[config.mk]
export PLATFORM = sky130hd
export DESIGN_NAME = logic_flag_unit
export DESIGN_NICKNAME = d
export VERILOG_FILES = /design/src/rtl/logic_flag_unit_pkg.sv /design/src/rtl/lu_operate.sv /design/src/rtl/lu_flag_next.sv /design/src/rtl/lu_state_reg.sv /design/src/rtl/logic_flag_unit.sv
export SDC_FILE = /design/constraint.sdc
export NUM_CORES = 1
export LEC_CHECK = 0
export ABC_AREA = 1
export BUFFER_PORTS_ARGS = -buffer_cell sky130_fd_sc_hd__clkbuf_2
export CAP_MARGIN = 20
export CORE_MARGIN = 2
export CORE_UTILIZATION = 39
export DETAILED_ROUTE_END_ITERATION = 12
export PLACE_DENSITY = 0.74
export RECOVER_POWER = 25
export SLEW_MARGIN = 20
export SYNTH_ARGS = -nofsm -noshare
export SYNTH_HDL_FRONTEND = slang
export SYNTH_SLANG_ARGS = --single-unit
[constraint.sdc]
create_clock -name clk -period 1 [get_ports clk]
set_clock_uncertainty 0.2 [all_clocks]
set_input_delay 0.15 -clock clk [delete_from_list [all_inputs] [get_ports clk]]
set_output_delay 0.15 -clock clk [all_outputs]
set_load 0.005 [all_outputs]
[src/rtl/logic_flag_unit_pkg.sv]
package logic_flag_unit_pkg;

  typedef enum logic [0:0] {
    LU_XOR  = 1'b0,
    LU_TEST = 1'b1
  } lu_op_e;

  localparam int FLAG_W  = 8;
  localparam int FL_C    = 7;
  localparam int FL_Z    = 6;
  localparam int FL_S    = 5;
  localparam int FL_V    = 4;
  localparam int FL_D    = 3;
  localparam int FL_H    = 2;
  localparam int FL_F2   = 1;
  localparam int FL_F1   = 0;

  // Apply the per-bit rules of a logical operation to the current flags.
  function automatic logic [FLAG_W-1:0] lu_merge_flags(
    input logic [FLAG_W-1:0] cur,
    input logic              is_zero,
    input logic              is_neg
  );
    logic [FLAG_W-1:0] nf;
    nf       = cur;
    nf[FL_Z] = is_zero;
    nf[FL_S] = is_neg;
    nf[FL_V] = 1'b0;
    return nf;
  endfunction

endpackage

[src/rtl/lu_operate.sv]
module lu_operate
  import logic_flag_unit_pkg::*;
#(
  parameter int DATA_W = 8
) (
  input  lu_op_e            op,
  input  logic [DATA_W-1:0] opa,
  input  logic [DATA_W-1:0] opb,
  output logic [DATA_W-1:0] value,
  output logic              value_zero,
  output logic              value_neg,
  output logic              wants_wb
);

  localparam int MSB = DATA_W - 1;

  always_comb begin
    unique case (op)
      LU_XOR:  value = opa ^ opb;
      default: value = opa & opb;
    endcase
  end

  assign value_zero = ~|value;
  assign value_neg  = value[MSB];
  assign wants_wb   = (op == LU_XOR);

endmodule

[src/rtl/lu_flag_next.sv]
module lu_flag_next
  import logic_flag_unit_pkg::*;
(
  input  logic [FLAG_W-1:0] cur_flags,
  input  logic              op_fire,
  input  logic              res_zero,
  input  logic              res_neg,
  input  logic              wr_req,
  input  logic [FLAG_W-1:0] wr_data,
  output logic [FLAG_W-1:0] nxt_flags,
  output logic              ev_op_update,
  output logic              ev_sw_write
);

  assign ev_sw_write  = wr_req;
  assign ev_op_update = op_fire & ~wr_req;

  always_comb begin
    if (wr_req)
      nxt_flags = wr_data;
    else if (op_fire)
      nxt_flags = lu_merge_flags(cur_flags, res_zero, res_neg);
    else
      nxt_flags = cur_flags;
  end

endmodule

[src/rtl/lu_state_reg.sv]
module lu_state_reg
  import logic_flag_unit_pkg::*;
#(
  parameter int DATA_W = 8
) (
  input  logic              clk,
  input  logic              rst_n,
  input  logic [FLAG_W-1:0] flags_d,
  input  logic              res_load,
  input  logic [DATA_W-1:0] res_d,
  input  logic              we_d,
  output logic [FLAG_W-1:0] flags_q,
  output logic [DATA_W-1:0] res_q,
  output logic              we_q
);

  always_ff @(posedge clk or negedge rst_n) begin
    if (!rst_n) begin
      flags_q <= '0;
      res_q   <= '0;
      we_q    <= 1'b0;
    end else begin
      flags_q <= flags_d;
      we_q    <= we_d;
      if (res_load) res_q <= res_d;
    end
  end

endmodule

[src/rtl/logic_flag_unit.sv]
module logic_flag_unit
  import logic_flag_unit_pkg::*;
#(
  parameter int DATA_W = 8
) (
  input  logic              clk,
  input  logic              rst_n,
  input  logic              op_valid,
  input  logic              op_sel,
  input  logic [DATA_W-1:0] dst_in,
  input  logic [DATA_W-1:0] src_in,
  input  logic              fw_req,
  input  logic [FLAG_W-1:0] fw_data,
  output logic [DATA_W-1:0] result,
  output logic              dst_we,
  output logic [FLAG_W-1:0] flags,
  output logic              cond_c,
  output logic              cond_z,
  output logic              cond_s,
  output logic              cond_v
);

  lu_op_e            op_kind;
  logic [DATA_W-1:0] calc_value;
  logic              calc_zero;
  logic              calc_neg;
  logic              calc_wb;
  logic [FLAG_W-1:0] flags_next;
  logic              ev_op_update;
  logic              ev_sw_write;
  logic              wb_fire;

  assign op_kind = lu_op_e'(op_sel);
  assign wb_fire = op_valid & calc_wb;

  lu_operate #(.DATA_W(DATA_W)) u_operate (
    .op         (op_kind),
    .opa        (dst_in),
    .opb        (src_in),
    .value      (calc_value),
    .value_zero (calc_zero),
    .value_neg  (calc_neg),
    .wants_wb   (calc_wb)
  );

  lu_flag_next u_flag_next (
    .cur_flags    (flags),
    .op_fire      (op_valid),
    .res_zero     (calc_zero),
    .res_neg      (calc_neg),
    .wr_req       (fw_req),
    .wr_data      (fw_data),
    .nxt_flags    (flags_next),
    .ev_op_update (ev_op_update),
    .ev_sw_write  (ev_sw_write)
  );

  lu_state_reg #(.DATA_W(DATA_W)) u_state (
    .clk      (clk),
    .rst_n    (rst_n),
    .flags_d  (flags_next),
    .res_load (op_valid),
    .res_d    (calc_value),
    .we_d     (wb_fire),
    .flags_q  (flags),
    .res_q    (result),
    .we_q     (dst_we)
  );

  assign cond_c = flags[FL_C];
  assign cond_z = flags[FL_Z];
  assign cond_s = flags[FL_S];
  assign cond_v = flags[FL_V];

endmodule

# After elaboration in Yosys (flattened, before gate mapping)
# Cells that the tools add are included.
# totals
wordCells,14
out_inout_bits,21
reg_bits,17
# classes
n_mux,3
bitwise_logic,4
reduce_logical,3
# ops
op,n
8-bit two-way mux,2
8-bit AND,1
8-bit OR reduction,1
8-bit bitwise XOR,1
7-bit two-way mux,1
2-bit nonzero test,1
1-bit AND,1
1-bit logical NOT,1
1-bit inverter,1

# Logic depth before layout (Yosys ltp)
# depth
depth_word,6
depth_mapped,8
depth_no_buf,8

# Hierarchy
# Synthesis repeated with hierarchy kept, for this count alone.
# unflattened
hier_cells,123
area_unflattened_um2,1028.5
# modules_own_cells
mod,area_each_um2,n_inst,cells_each
lu_state_reg,530.5,1,43
lu_operate,306.5,1,42
lu_flag_next,153.9,1,32
logic_flag_unit,37.5,1,6

# Least setup slack after synthesis
# No wires, ideal clock.
# synth_path
kind,input-to-reg
from,in dst_in[7]
to,reg u_state.flags_q[6]
arrival_time_ns,0.809
t_required_ns,0.735
path_slack_ns,-0.075
setup_ns,0.065
path_stages,8
path_cell_list,ha_1 inv_1 nand2_2 nand2_1 nand2_1 nor2_1 nand3_1 nand2_1
# synth_between
elab_chain_cells,6
elab_cells_between_ends,7
classes_between,mux: 3; bitwise: 2; reduce/logical: 2
# synth_lines
element,line_no,text
"start, declared",logic_flag_unit.sv:10,"input logic [DATA_W-1:0] dst_in,"
8-bit bitwise XOR or 8-bit AND (tied branches),"lu_operate.sv:19, lu_operate.sv:20",
8-bit two-way mux *,lu_operate.sv:18,unique case (op)
8-bit OR reduction *,lu_operate.sv:24,assign value_zero = ~|value;
1-bit logical NOT *,lu_operate.sv:24,
7-bit two-way mux *,lu_flag_next.sv:21,else if (op_fire)
8-bit two-way mux *,lu_flag_next.sv:19,if (wr_req)
"end signal, assigned",lu_state_reg.sv:23,flags_q <= flags_d;
"end, declared",lu_state_reg.sv:12,"output logic [FLAG_W-1:0] flags_q,"
# Mark *: on every way between the ends. The rest lies on a longest branch, timed or not. The select of a mux whose other input is x is not followed.
# A chain may end at the register's enable or synchronous reset.

# Final worst setup path
# layout_path
from,reg u_state.flags_q[6]
to,out cond_z
# layout_rtl
element,line_no,text
"end, declared",logic_flag_unit.sv:18,"output logic cond_z,"
# No word-level cell between the ends.

==> flow_summary.yaml <==
finish:
  mostFrequentLayoutCell: "clkbuf_2"
  fin_area_um2: 1470
  nNetsFinal: 223
  drive_gt1_frac: 0.438
  fin_util: 0.652
  finalNonFillerCells: 213
  antenna_cells: 0
  syn_to_final_growth_pct: 56.3
  mostFrequentLayoutCells: "clkbuf_2 (49), nand2_1 (45), dfrtp_1 (17), buf_4 (15), inv_1 (14)"
global_route:
  grt_use_total: 0.186
  antenna_found_initial: 0
  grt_start_max_net_pins: 18
  grt_pass1_wl_um: 3820
  grt_pass1_vias: 911
  overflow: 0
sta:
  hold_viol_final: 5
  hold_ws_ns: -0.103
  tightest_slew_ns: 0.427
  finalCritPeriodShare: 1.25
  setup_ws_ns: -0.251
  max_freq_mhz: 799
  slew_viol_final: 0
  relSlewSlack: 0.715
  layout_min_cycle_time_ns: 1.25
  rsz0062_at_grt: "yes"
  finalSetupViolCount: 23
die:
  initial_core_util: 0.417
  core_um2: 2250
  die-area_um2: 2820
  die_h_um: 53.1
  dieWidth_um: 53.1
  rows: 17
  io_pins: 50
critical_path:
  criticalPathCategory: "reg -> out"
  required_ns: 0.65
  cp_slowest_cell: "dfrtp_1"
  arrival_ns: 0.90
  path_delay_family: "flip-flops"
  cp-end-kind: "primary output"
  critPathMaxStageDelay_ns: 0.40
  start_kind: "flip-flop"
  path_cells: "buf_6, clkbuf_2"
  crit_fanout: 2
  path_buf_inv: 2
power_and_ir_drop:
  leakagePower_uw: 0.000839
  peakVddDrop_uv: 1290
  power.density_nw_per_um2: 1120
clock_tree:
  clkSlewWorstSetupHoldPaths_ns: 0.09
  cts_tree: "built"
  ctsHoldBuffers: 6
  clk_path_buf_depth: 2
  cts_htree_levels: 1
  clock_latency_ns: 0.29
  cts_root_buffer: "clkbuf_4"
  clock-sinks: 17
  cts_made_buffers: 3
placed_design:
  dp.cells: 193
  post-place-ws_ns: -0.257
  place.gp.congestion: 0.705
  placed_area_um2: 1290
  dp_hpwl_um: 1800
  port_buffers: 49
logic_synthesis:
  syn_nets: 153
  yosysSeqAreaShare: 0.452
  synth_area_leaders: "dfrtp_1 (45%), nand2_1 (18%), ha_1 (11%)"
  syn_area_um2: 941
  ys_ff_latch: 17
  ys.warnings.count: 0
  yosysTopAreaCell: "dfrtp_1"
  synth_top_area_frac: 0.452
  synthDistinctLibCells: 18
  syn_area_per_cell_um2: 8.11
  syn_inst: 116
status:
  status: "finished with violations"
  violations: "negative hold slack, negative setup slack"
detailed_routing:
  drt_iter0_drc: 11
  wl_per_cell_um: 11.1
  antenna_left: 0
  wl_um: 2370
  drt_pass1_iterations: 4
  drc: 0
  vias: 956
  vias_per_cell: 4.49
job:
  maxCapViolCount: 0
worst_hold_path:
  hold_class: "in -> reg"
through the flow:
| step | hold WS, ns | setup TNS (ns) | total power [µW] |
|---|---|---|---|
| after global placement | -0.102 | -0.839 | 1190 |
| after detailed placement | -0.0928 | -1.11 | 1210 |
| final | -0.103 | -3.26 | 1650 |
| after floorplan | -0.346 | -0.0194 | 1000 |
| after CTS | -0.107 | -3.39 | 1610 |
| after global routing | -0.114 | -4.19 | 1770 |
routing by layer:
| layer | wire (µm) | GRT usage | part of all wire |
|---|---|---|---|
| met5 | 0 | 0 | 0 |
| met4 | 62 | 0.0598 | 0.026 |
| met3 | 88 | 0.0452 | 0.037 |
| met2 | 1250 | 0.342 | 0.53 |
| met1 | 962 | 0.208 | 0.41 |
final cells by class:
cell class                      instances  area [µm²]
Clock buffer                            4        26.3
Multi-Input combinational cell         77         479
Inverter                               15        63.8
Fill cell                             222         785
Tap cell                               28        35.0
Timing Repair Buffer                   72         440
Sequential cell                        17         425
final timing paths:
check,from,endpoint,slack [ns],depth (start not counted)
worst max-delay path,u_state.flags_q[6],cond_z,-0.25,2
worst min-delay path,fw_data[4],u_state.flags_q[4],-0.10,2
worst max register to register,u_state.flags_q[6],u_state.flags_q[6],-0.06,3
worst min register to register,u_state.flags_q[0],u_state.flags_q[0],0.29,2
max in group asynchronous,rst_n,u_state.res_q[2],0.18,2
min in group asynchronous,rst_n,u_state.res_q[4],0.12,2
synthesized netlist by cell type, drive strengths merged:
library cell / number
nand2: 48
dfrtp: 17
inv: 15
ha: 8
buf: 7
nor2: 7
o21ai: 6
nand3: 3
a22oi: 2
a21oi: 1
a22o: 1
a31oi: 1
what timing repair did:
action | 4_1_cts | 5_1_grt
setup buffers | 3 | 7
endpoints found under the setup margin | 21 | 25
resized for setup | 2 | 4
endpoints found under the hold margin | 26 | 4
pin swaps | 2 | 1
power breakdown:
group          leakage [µW]  internal [µW]  switching [µW]  total [µW]
Sequential         0.000208            755            37.3         792
Combinational      0.000616            263             228         491
Clock             0.0000150            155             210         365
Total              0.000839           1170             475        1650
registers in the layout, indices dropped and copies added, names as in the netlist:
| name | count |
|---|---|
| u_state.flags_q | 8 |
| u_state.res_q | 8 |
| u_state.we_q | 1 |
logic make-up after synthesis:
group,synth area share
adders and majority gates,0.106
buffers and inverters,0.129
AOI/OAI and AO/OA,0.0691
and+or+nand+nor,0.243
DFF,0.452
Power figures use the tool's default switching activity.
